===== src/rtl/fbg_pkg.sv =====
package fbg_pkg;
  localparam int SLOT_N = 16;
  localparam int SLOT_W = $clog2(SLOT_N);
  typedef logic [SLOT_W-1:0] slot_idx_t;
  typedef logic [SLOT_N-1:0] slot_mask_t;
endpackage


===== src/rtl/fbg_cfg_regs.sv =====
// Shadow and active configuration. Writes land in the shadow copy. The
// active copy is refreshed at a period boundary or while disabled.
module fbg_cfg_regs
  import fbg_pkg::*;
#(
  parameter int DIV_W     = 16,
  parameter bit HAS_SLOTS = 1'b1
) (
  input  logic             clk,
  input  logic             rst,
  input  logic             en,
  input  logic             boundary,
  input  logic             div_wr,
  input  logic [DIV_W-1:0] div_wdata,
  input  logic             mask_wr,
  input  slot_mask_t       mask_wdata,
  output logic [DIV_W-1:0] act_div,
  output slot_mask_t       act_mask,
  output logic             restart
);
  localparam slot_mask_t SLOT_KEEP = HAS_SLOTS ? '1 : '0;

  logic [DIV_W-1:0] div_sh, div_nx;
  slot_mask_t       mask_sh, mask_nx;
  logic             pend, mask_hit;

  always_comb begin
    div_nx   = div_wr ? div_wdata : div_sh;
    mask_nx  = (mask_wr ? mask_wdata : mask_sh) & SLOT_KEEP;
    mask_hit = mask_wr & HAS_SLOTS;
    restart  = pend | div_wr | mask_hit;
  end

  always_ff @(posedge clk) begin
    if (rst) begin
      div_sh   <= '0;
      mask_sh  <= '0;
      act_div  <= '0;
      act_mask <= '0;
      pend     <= 1'b0;
    end else begin
      div_sh  <= div_nx;
      mask_sh <= mask_nx;
      if (!en || boundary) begin
        act_div  <= div_nx;
        act_mask <= mask_nx;
        pend     <= 1'b0;
      end else begin
        pend <= restart;
      end
    end
  end
endmodule


===== src/rtl/fbg_period_ctr.sv =====
// Counts the reference clocks of one sample period; flags the final cycle.
module fbg_period_ctr #(
  parameter int DIV_W = 16
) (
  input  logic             clk,
  input  logic             rst,
  input  logic             en,
  input  logic [DIV_W-1:0] div,
  input  logic             stretch,
  output logic             last
);
  localparam int CNT_W = DIV_W + 1;

  logic [CNT_W-1:0] cnt, end_val;

  always_comb begin
    end_val = CNT_W'(div) + CNT_W'(stretch);
    last    = en && !rst && (cnt == end_val);
  end

  always_ff @(posedge clk) begin
    if (rst || !en)  cnt <= '0;
    else if (last)   cnt <= '0;
    else             cnt <= cnt + CNT_W'(1);
  end
endmodule


===== src/rtl/fbg_slot_seq.sv =====
// Tracks which of the sixteen sample periods is in progress and selects
// its mask bit.
module fbg_slot_seq
  import fbg_pkg::*;
(
  input  logic       clk,
  input  logic       rst,
  input  logic       en,
  input  logic       tick,
  input  logic       restart,
  input  slot_mask_t mask,
  output slot_idx_t  slot,
  output logic       stretch
);
  assign stretch = mask[slot];

  always_ff @(posedge clk) begin
    if (rst || !en)   slot <= '0;
    else if (tick)    slot <= restart ? slot_idx_t'(0) : slot + slot_idx_t'(1);
  end
endmodule


===== src/rtl/frac_baud_gen.sv =====
module frac_baud_gen
  import fbg_pkg::*;
#(
  parameter int DIV_W     = 16,
  parameter bit HAS_SLOTS = 1'b1
) (
  input  logic             clk,
  input  logic             rst,
  input  logic             en,
  input  logic             div_wr,
  input  logic [DIV_W-1:0] div_wdata,
  input  logic             mask_wr,
  input  logic [15:0]      mask_wdata,
  output logic             tick,
  output logic [3:0]       slot_idx
);
  logic [DIV_W-1:0] act_div;
  slot_mask_t       act_mask;
  logic             restart, stretch;
  slot_idx_t        slot;

  fbg_cfg_regs #(.DIV_W(DIV_W), .HAS_SLOTS(HAS_SLOTS)) cfg_i (
    .clk(clk), .rst(rst), .en(en), .boundary(tick),
    .div_wr(div_wr), .div_wdata(div_wdata),
    .mask_wr(mask_wr), .mask_wdata(mask_wdata),
    .act_div(act_div), .act_mask(act_mask), .restart(restart)
  );

  fbg_period_ctr #(.DIV_W(DIV_W)) ctr_i (
    .clk(clk), .rst(rst), .en(en), .div(act_div),
    .stretch(stretch), .last(tick)
  );

  fbg_slot_seq seq_i (
    .clk(clk), .rst(rst), .en(en), .tick(tick), .restart(restart),
    .mask(act_mask), .slot(slot), .stretch(stretch)
  );

  assign slot_idx = slot;
endmodule


===== config.mk =====
export PLATFORM = sky130hd
export DESIGN_NAME = frac_baud_gen
export DESIGN_NICKNAME = d
export VERILOG_FILES = /design/src/rtl/fbg_pkg.sv /design/src/rtl/fbg_cfg_regs.sv /design/src/rtl/fbg_period_ctr.sv /design/src/rtl/fbg_slot_seq.sv /design/src/rtl/frac_baud_gen.sv
export SDC_FILE = /design/constraint.sdc
export NUM_CORES = 1
export LEC_CHECK = 0
export ABC_AREA = 1
export BUFFER_PORTS_ARGS = -buffer_cell sky130_fd_sc_hd__buf_2
export CAP_MARGIN = 15
export CORE_UTILIZATION = 45
export DETAILED_ROUTE_END_ITERATION = 12
export GPL_TIMING_DRIVEN = 0
export PLACE_DENSITY_LB_ADDON = 0.08
export RECOVER_POWER = 50
export SKIP_LAST_GASP = 1
export SLEW_MARGIN = 5
export SYNTH_ARGS = -nofsm -noshare
export SYNTH_HDL_FRONTEND = slang
export SYNTH_SLANG_ARGS = --single-unit

===== constraint.sdc =====
create_clock -name clk -period 4.2 [get_ports clk]
set_input_delay 0.21 -clock clk [delete_from_list [all_inputs] [get_ports clk]]
set_output_delay 0.21 -clock clk [all_outputs]
set_load 0.01 [all_outputs]

==> results of run 1 <==
[cell usage in the layout, fill, tap and decap left out, types with 4 or more instances in the layout]
cell | synthesis | final
nor2_2 | 5 | 5
buf_2 | 0 | 34
o21ai_0 | 14 | 14
nor2_1 | 28 | 28
nand2_2 | 36 | 36
ha_1 | 4 | 4
xor2_1 | 11 | 11
nand3_1 | 63 | 63
nand2_1 | 247 | 248
nand4_1 | 8 | 8
inv_1 | 129 | 129
dfxtp_1 | 86 | 86
nor3b_1 | 4 | 4
nor2_4 | 5 | 5
clkbuf_1 | 10 | 17
a21oi_1 | 14 | 14
clkbuf_8 | 0 | 10
nor3_1 | 7 | 7
[worst register-to-register path: cells and delay by family, from the launching register on]
family	cells	cell delay, ns
AOI/OAI and AO/OA	2	0.39
xor gates and xnor gates	1	0.14
adders and majority gates	2	0.51
buffers and inverters	4	0.80
DFF	1	0.38
and+or+nand+nor	12	1.38
[state kept, by name, indices dropped and copies added, names as in the netlist]
register	flops
cfg_i.mask_sh	16
seq_i.slot	4
cfg_i.act_div	16
cfg_i.act_mask	16
cfg_i.pend	1
cfg_i.div_sh	16
ctr_i.cnt	17
[path summary, 6_finish.rpt]
kind | cells past startpoint | slack, ns | to | start
worst max-delay path | 19 | 0.39 | tick | seq_i.slot[0]
worst min-delay path | 5 | 0.16 | cfg_i.mask_sh[10] | mask_wdata[10]
worst max register to register | 21 | 0.50 | cfg_i.act_div[8] | seq_i.slot[0]
worst min register to register | 1 | 0.48 | ctr_i.cnt[0] | ctr_i.cnt[0]
[kinds of logic (layout without fill, tap and decap cells)]
| logic type | Yosys count | after routing |
|---|---|---|
| compound gates | 33 | 33 |
| xor+xnor | 13 | 13 |
| fa+ha+maj | 4 | 4 |
| buf+inv | 157 | 212 |
| flops | 86 | 86 |
| simple gates | 412 | 412 |
[power groups by stage]
stage	logic [mW]	registers [mW]	clock network [mW]
after floorplan	0.193	0.899	0
final	0.243	0.887	0.594
after CTS	0.248	0.887	0.607
after global routing	0.283	0.893	0.645
after detailed placement	0.247	0.906	0
after global placement	0.241	0.906	0
[routing by layer]
metal	wire length (µm)	vias to the layer above
li1	-	2215
met1	4370	1823
met2	4840	46
met3	267	11
met4	153	0
met5	0	-
[metrics by stage]
stage	util	hold WS, ns	area, µm²
2_1_floorplan	-	0.414	4620
3_3_place_gp	0.505	0.456	4980
3_5_place_dp	0.505	0.467	4980
4_1_cts	0.525	0.143	5180
5_1_grt	0.524	0.166	5170
6_report	0.524	0.157	5170
[area by class of cell]
cell class	instances	area (µm²)
plain buffers	23	174
clock buffers	12	145
clock inverters	4	53.8
fillers	1063	4700
inverters	134	507
multi-input cells	462	2210
flip-flops and latches	86	1720
well taps	133	166
repair buffers	38	185
repair inverters	1	5.00
[what timing repair did]
item	4_1_cts	5_1_grt
hold buffers	0	0
endpoints found under the setup margin	0	1
endpoints found under the hold margin	0	0
gates resized for setup	0	3
==> impl_metrics.tcl, run 1 <==
set metrics [dict create \
    vias 4095 \
    clock_latency_ns 0.35 \
    fin_ws_ns 0.392 \
    gp_congestion 0.852 \
    worst_pin_slew_ns 0.561 \
    clock_path_buffers 2 \
    synth-simple-area-share 0.409 \
    skew_ns 0.0143 \
    cts.sinks 86 \
    syn_area_per_cell_um2 6.56 \
    cts_buffers 9 \
    cts_max_level 3 \
    port_buffers 38 \
    pre_cts_slack_ns 0.519 \
    synth_top_area_share 0.372 \
    die_w_um 103 \
    yosysMostFrequentCell "nand2_1" \
    slew_viol_final 0 \
    clockRootBuffer "clkbuf_8" \
    synth-adder-area-share 0.0108 \
    synthTopCellsByCount "nand2_1, inv_1, dfxtp_1" \
    stdcell_count 893 \
    initial_core_util 0.469 \
    path_buf_inv 5 \
    synth_compound_area_frac 0.0373 \
    synth_cell_type_count 35 \
    fmax_ghz 0.263 \
    synth_top_family_by_area "simple AND/OR/NAND/NOR gates" \
    synth_warnings 0 \
    dr.pass1.iters 4 \
    cp.required_ns 3.99 \
    yosysTopAreaCell "dfxtp_1" \
    synth_area_leaders "dfxtp_1, nand2_1, inv_1, nand3_1, nand2_2" \
    finalSetupTns_ns 0 \
    area_delta_synth_final_pct 11.8 \
    fin_crit_sh 0.907 \
    p_int_mw 1.25 \
    postCtsSetupRepairBufs 0 \
    critPathTopFamily "simple AND/OR/NAND/NOR gates" \
    gr-total-overflow 0 \
    grt_use_met2 0.380 \
    grt_pass1_wl_um 16700 \
    path_max_fanout 11 \
    nNetsFinal 796 \
    power_leakage_nw 2.85 \
    ys_seq_area_frac 0.372 \
    finalPower_mw 1.72 \
    core_mm2 0.00986 \
    power.share.sequential 0.515 \
    detail_route.wl_per_cell_um 10.8 \
    synth_edf_count 0 \
    combinationalPowerShare 0.141 \
    max-cap-violations 0 \
    worstPathArrival_ns 3.60 \
    final_antenna_net_count 0 \
    grt_max_degree 15 \
    critPathCaptureType "output port" \
    p_clk_frac 0.345 \
    setup_viol 0 \
    cpMaxStageDelayCell "dfxtp_1" \
    netlist_instances 705 \
    track_usage 0.202 \
    insertedDiodeCount 0 \
    top_usage_layer "met2" \
    synth-seq-cells 86 \
    outcome "complete, no violations" \
    grt_pass1_vias 4039 \
    slowest_delay_ns 0.38 \
    powerDensity_mw_per_mm2 333 \
    grt_util_met3 0.0437 \
    timing.slew.headroom 0.626 \
    synth.net_count 746 \
    synthFlopType "dfxtp_1" \
    hpwl_um 7570 \
    startpoint_type "register" \
    drc 0 \
    synth-xor-area-share 0.0246 \
    fin_crit_ns 3.81 \
    dieArea_mm2 0.0107 \
    drtIter0Drc 113 \
    routed_wirelength_um 9630 \
    post-place-cells 876 \
    switchingPower_uw 473 \
    io_pins 42 \
    rows 36 \
    syn-cell-area_mm2 0.00462 \
    routed_via_density 4.59 \
    tritoncts "yes" \
    crit_chain "clkbuf_2 -> clkinvlp_2 -> o21ai_0 -> nand2_1 -> o211ai_1 -> nand2_1 -> ha_1 -> ha_1 -> xnor2_1 -> nand2_1 -> nor2_1 -> nand3_1 -> nor2_2 -> nand2_2 -> nor2_8 -> nand3_4 -> buf_6 -> inv_1 -> buf_2" \
    finalHoldViolations 0 \
    clkTransAtPathRegs_ns 0.09 \
    antenna_found_initial 0 \
    swShare 0.275 \
    dieHeight_um 103 \
    ir_drop_v 0.000186 \
    hp-class "primary input to register" \
    crit_top_cell "nand2_1" \
    grt_use_met1 0.226 \
    synth-async-reset-ratio 0 \
    rsz0062_at_grt "no" \
    drive_gt1_frac 0.150 \
    critPathKind "register to output port" \
    synth_mux_area_frac 0 \
]
Power figures use the tool's default switching activity.
==> inputs of run 2 (changes only) <==
CORE_UTILIZATION = 50   (was 45)
PLACE_DENSITY = 0.65   (was default)
PLACE_DENSITY_LB_ADDON = default   (was 0.08)
==> run 2 against run 1 <==
Effect of this change: non-clock buffer count stayed put; setup slack better by 0.016 ns; first-iteration DRC count is 21% higher; design area is 1.1% lower; routed wire length hardly changed; die area is 9.8% lower; clock skew is 0.0030 ns lower; register-to-register slack better by 0.05 ns; maximum frequency is 0.42% higher; sequential share of layout area is 0.37 points higher; largest cell class unchanged; cell count is 2.9% lower.
==> impl_metrics.tcl, run 2 (synthesized netlist as in run 1, its figures left out) <==
set metrics [dict create \
    outcome "complete, no violations" \
    worstHoldPathCells 5 \
    worstPathArrival_ns 3.58 \
    track_usage 0.220 \
    core_mm2 0.00885 \
    hp-class "primary input to register" \
    nNetsFinal 795 \
    fin_ws_ns 0.408 \
    ir_drop_v 0.000164 \
    worstSetupStartpoint "seq_i.slot[0]" \
    routed_via_density 4.72 \
    fill_cells 924 \
    grt_pass1_vias 3974 \
    drive_gt1_frac 0.150 \
    drtIter0Drc 137 \
    clock_latency_ns 0.36 \
    r2r_setup_slack_ns 0.55 \
    gp_congestion 0.813 \
    worst_pin_slew_ns 0.536 \
    final_antenna_net_count 0 \
    initial_core_util 0.523 \
    slew_viol_final 0 \
    rows 34 \
    r2r_cells 23 \
    vias 4095 \
    detail_route.wl_per_cell_um 11.1 \
    cts_max_level 3 \
    final_util 0.578 \
    final_common_cell "nand2_1" \
    finalPower_mw 1.67 \
    cts.sinks 86 \
    io_pins 42 \
    fmax_ghz 0.264 \
    dr.pass1.iters 4 \
    clockRootBuffer "clkbuf_8" \
    fin_crit_ns 3.79 \
    routed_wirelength_um 9640 \
    cp.required_ns 3.99 \
    area_delta_synth_final_pct 10.6 \
    hpwl_um 7540 \
    final_cell_area_mm2 0.00511 \
    pre_cts_slack_ns 0.407 \
    die_w_um 98.2 \
    timing.slew.headroom 0.643 \
    crit_end "tick" \
    drc 0 \
    tritoncts "yes" \
    antenna_found_initial 0 \
    largest_register_ffs 17 \
    critPathKind "register to output port" \
    r2r-start "seq_i.slot[0]" \
    largest-register "ctr_i.cnt" \
    startpoint_type "register" \
    max-cap-violations 0 \
    critPathCaptureType "output port" \
    postCtsSetupRepairBufs 0 \
    fin_crit_sh 0.903 \
    insertedDiodeCount 0 \
    skew_ns 0.0113 \
    powerDensity_mw_per_mm2 327 \
    gr-total-overflow 0 \
    grt_max_degree 15 \
    register_area_mm2 0.00172 \
    grt_pass1_wl_um 17100 \
    final_cell_mix "nand2_1, inv_1, dfxtp_1" \
    multi_input_area_mm2 0.00221 \
    finalHoldViolations 0 \
    finalSetupTns_ns 0 \
    r2r_end "cfg_i.act_div[6]" \
    post_dp_cell_area_mm2 0.00495 \
    dieArea_mm2 0.00964 \
    cts_buffers 9 \
    setup_viol 0 \
    dieHeight_um 98.2 \
    port_buffers 38 \
    power_leakage_nw 2.84 \
    clock_path_buffers 2 \
    rsz0062_at_grt "no" \
    clkTransAtPathRegs_ns 0.09 \
    path_max_fanout 10 \
]
## run 2: cell types whose count changed in the layout (fill, tap and decap cells not counted), sizes merged
cell / previous run / this run
clkinvlp: 4 / 3
clkbuf: 28 / 27
clkinv: 1 / 2
bufinv: 1 / 0
buf: 45 / 46
## run 2: worst min path at each step
| stage | to | slack, ns | start |
|---|---|---|---|
| 6_report | cfg_i.mask_sh[11] | 0.15 | mask_wdata[11] |
| 4_1_cts | cfg_i.mask_sh[11] | 0.13 | mask_wdata[11] |
| 2_1_floorplan | cfg_i.mask_sh[10] | 0.41 | mask_wdata[10] |
| 3_5_place_dp | ctr_i.cnt[0] | 0.47 | ctr_i.cnt[0] |
| 3_3_place_gp | ctr_i.cnt[0] | 0.46 | ctr_i.cnt[0] |
| 5_1_grt | cfg_i.mask_sh[11] | 0.18 | mask_wdata[11] |
## run 2: area by class of cell
| cell class | count | area share |
|---|---|---|
| timing repair buffer | 38 | 0.0362 |
| inverter | 134 | 0.0986 |
| clock inverter | 4 | 0.00612 |
| buffer | 23 | 0.0345 |
| clock buffer | 12 | 0.0284 |
| multi-input combinational | 462 | 0.433 |
| sequential | 86 | 0.337 |
| tap | 108 | 0.0264 |
## run 2: worst max-delay path, cell delays in order, from the launching register on
cell and delay, ns:
dfxtp_1 0.39, clkbuf_4 0.22, clkinv_2 0.15, a21oi_1 0.17, o21ai_0 0.09, nand3_1 0.10, o211ai_1 0.09, nand2_1 0.10
ha_1 0.20, ha_2 0.24, nand2_2 0.10, nor2_4 0.19, nand3_1 0.15, nand3_1 0.12, nand3_1 0.08, nor2_1 0.11
nand2_2 0.10, nor2_8 0.16, nand3_4 0.13, buf_6 0.17, inv_1 0.05, buf_2 0.12
## run 2: through the flow
step	std cells	hold slack [ns]
final	867	0.147
after global routing	867	0.177
after CTS	867	0.134
after detailed placement	851	0.474
after global placement	851	0.457
after floorplan	705	0.414
## run 2: metal layers
layer / track usage / up-vias / routed length, µm
li1: - / 2212 / -
met1: 0.246 / 1827 / 4350
met2: 0.414 / 40 / 4930
met3: 0.0315 / 16 / 175
met4: 0.0896 / 0 / 189
met5: 0 / - / 0
## run 2: what timing repair did
item	4_1_cts	5_1_grt
gates resized for setup	1	5
hold buffers	0	0
endpoints found under the setup margin	1	1
## run 2: where the power goes
group	leakage [nW]	switching [mW]	total (mW)	internal, mW
Sequential	0.707	0.0270	0.887	0.861
Clock	0.0792	0.310	0.544	0.234
Combinational	2.05	0.145	0.241	0.0957
==> inputs of run 3 (changes only) <==
ABC_AREA = default   (was 1)
PLACE_DENSITY = 0.66   (was 0.65)
==> run 3 against run 2 <==
Effect of this change: routed wire length down 19%; sequential power rose by 0.9%; sequential share of layout area grew 6.0 points; critical endpoint is now seq_i.slot[0]; largest power group unchanged.
==> impl_metrics.tcl, run 3 <==
set metrics [dict create \
    outcome "complete, no violations" \
    syn_area_per_cell_um2 9.83 \
    synth-seq-cells 86 \
    finalPower_mw 1.71 \
    synthFlopType "dfxtp_1" \
    hp-class "primary input to register" \
    slowest_delay_ns 0.53 \
    crit_chain "clkbuf_8 -> mux4_2 -> mux4_2 -> ha_1 -> ha_1 -> maj3_1 -> o22ai_1 -> nand4_1 -> a2111o_1 -> buf_4 -> buf_4 -> or4_1 -> a21oi_1" \
    timing.slew.headroom 0.454 \
    dieHeight_um 88.5 \
    slew_viol_final 0 \
    clock_path_buffers 2 \
    cpMaxStageDelayCell "mux4_2" \
    synth_top_family_by_area "simple AND/OR/NAND/NOR gates" \
    fin_crit_sh 0.962 \
    final_cell_area_mm2 0.00434 \
    area_delta_synth_final_pct 16.0 \
    power_leakage_nw 1.81 \
    drive_gt1_frac 0.178 \
    routed_via_density 5.40 \
    netlist_instances 381 \
    synth_mux_area_frac 0.116 \
    grt_max_degree 15 \
    hpwl_um 5730 \
    dr.pass1.iters 4 \
    grt_pass1_wl_um 12800 \
    cts_max_level 3 \
    dieArea_mm2 0.00784 \
    whs_ns 0.140 \
    max-cap-violations 0 \
    rsz0062_at_grt "no" \
    ir_drop_v 0.000210 \
    post_dp_cell_area_mm2 0.00406 \
    synth-adder-area-share 0.0160 \
    powerDensity_mw_per_mm2 394 \
    routed_wirelength_um 7770 \
    synth_warnings 0 \
    grt_pass1_vias 2720 \
    clockRootBuffer "clkbuf_8" \
    core_mm2 0.00725 \
    vias 2897 \
    initial_core_util 0.516 \
    drc 0 \
    synth.net_count 422 \
    antenna_found_initial 0 \
    detail_route.wl_per_cell_um 14.5 \
    synth_compound_area_frac 0.138 \
    clkTransAtPathRegs_ns 0.09 \
    gp_congestion 0.811 \
    fill_cells 656 \
    tritoncts "yes" \
    largest-register "ctr_i.cnt" \
    yosysTopAreaCell "dfxtp_1" \
    die_w_um 88.5 \
    cts_buffers 9 \
    synth_top_area_share 0.460 \
    setup_viol 0 \
    final_util 0.599 \
    cts.sinks 86 \
    synth_area_leaders "dfxtp_1, mux2i_1, o22a_1, nor2_1, xor2_1" \
    critPathKind "register to register" \
    path_buf_inv 3 \
    final_antenna_net_count 0 \
    synth_cell_type_count 45 \
    track_usage 0.215 \
    port_buffers 38 \
    final_cell_mix "dfxtp_1, nor2_1, buf_2" \
    startpoint_type "register" \
    synth_edf_count 0 \
    synth-xor-area-share 0.0725 \
    fmax_ghz 0.247 \
    skew_ns 0.00681 \
    worstPathArrival_ns 4.32 \
    cp.required_ns 4.47 \
    largest_register_ffs 17 \
    drtIter0Drc 111 \
    register_area_mm2 0.00172 \
    rows 31 \
    clock_latency_ns 0.35 \
    io_pins 42 \
    worst_pin_slew_ns 0.819 \
    final_common_cell "dfxtp_1" \
    path_max_fanout 7 \
    synth-async-reset-ratio 0 \
    nNetsFinal 473 \
    stdcell_count 536 \
    yosysMostFrequentCell "dfxtp_1" \
    gr-total-overflow 0 \
    insertedDiodeCount 0 \
    critPathCaptureType "register" \
    finalHoldViolations 0 \
    post-place-cells 518 \
    fin_crit_ns 4.04 \
    synth-simple-area-share 0.165 \
    ys_seq_area_frac 0.460 \
    syn-cell-area_mm2 0.00374 \
    multi_input_area_mm2 0.00194 \
    critPathTopFamily "multiplexers" \
    synthTopCellsByCount "dfxtp_1, nor2_1, o22a_1" \
]
## run 3: cell types whose count changed after synthesis, moves of 32 or more
cell / before / now
nand2_1: 247 / 9
nor2_1: 28 / 62
mux2i_1: 0 / 32
o22a_1: 0 / 33
nand3_1: 63 / 15
nand2_2: 36 / 0
inv_1: 129 / 7
## run 3: cell families (layout without fill, tap and decap cells)
logic type,count (synthesis),in the layout
AO/OA/AOI/OAI,64,64
XOR/XNOR,31,31
adder cells (fa/ha/maj),5,5
buffers and inverters,31,87
flip-flops,86,86
multiplexers,37,37
AND/OR/NAND/NOR,127,127
## run 3: routing by layer
layer,vias to the layer above,share of wire,GRT usage
met5,-,0,0
met4,0,0.018,0.0762
met3,14,0.032,0.0457
met2,49,0.47,0.348
met1,1356,0.48,0.285
li1,1478,-,-
## run 3: per-stage QoR
step	setup slack, ns	TNS, ns
CTS	0.0199	0
detailed placement	-0.319	-11.70
global route	0.00476	0
global placement	-0.285	-10.42
finish	0.158	0
floorplan	0.255	0
## run 3: timing repair
action | 4_1_cts | 5_1_grt
setup endpoints to repair | 54 | 44
hold buffers | 0 | 0
gates resized for setup | 7 | 7
setup buffers | 2 | 1
pin swaps | 1 | 2
## run 3: worst reg2reg max path, delay by kind of cell, from the launching register on
family | cells | cell delay [ns]
AOI/OAI and AO/OA | 3 | 0.65
muxes | 2 | 1.01
adders and majority gates | 3 | 0.84
DFF | 1 | 0.37
buffers and inverters | 3 | 0.49
and+or+nand+nor | 2 | 0.62
## run 3: final timing paths
path                 startpoint            endpoint  slack (ns)  cells after the start
max               seq_i.slot[0]       seq_i.slot[0]        0.16                     13
min               mask_wdata[2]    cfg_i.mask_sh[2]        0.14                      3
max reg2reg       seq_i.slot[0]       seq_i.slot[0]        0.16                     13
min reg2reg  cfg_i.act_mask[11]  cfg_i.act_mask[11]        0.47                      1
## run 3: where the power goes
| part | internal, mW | switching [mW] | leakage, nW |
|---|---|---|---|
| Combinational | 0.0918 | 0.0987 | 0.993 |
| Sequential | 0.863 | 0.0324 | 0.709 |
| Clock | 0.329 | 0.295 | 0.111 |
## run 3: final cells by class
| cell class | count | share of cell area |
|---|---|---|
| inverter | 7 | 0.00605 |
| tap | 99 | 0.0285 |
| clock buffer | 13 | 0.0389 |
| timing repair buffer | 41 | 0.0481 |
| sequential | 86 | 0.397 |
| multi-input combinational | 264 | 0.446 |
| buffer | 23 | 0.0245 |
| clock inverter | 3 | 0.0110 |
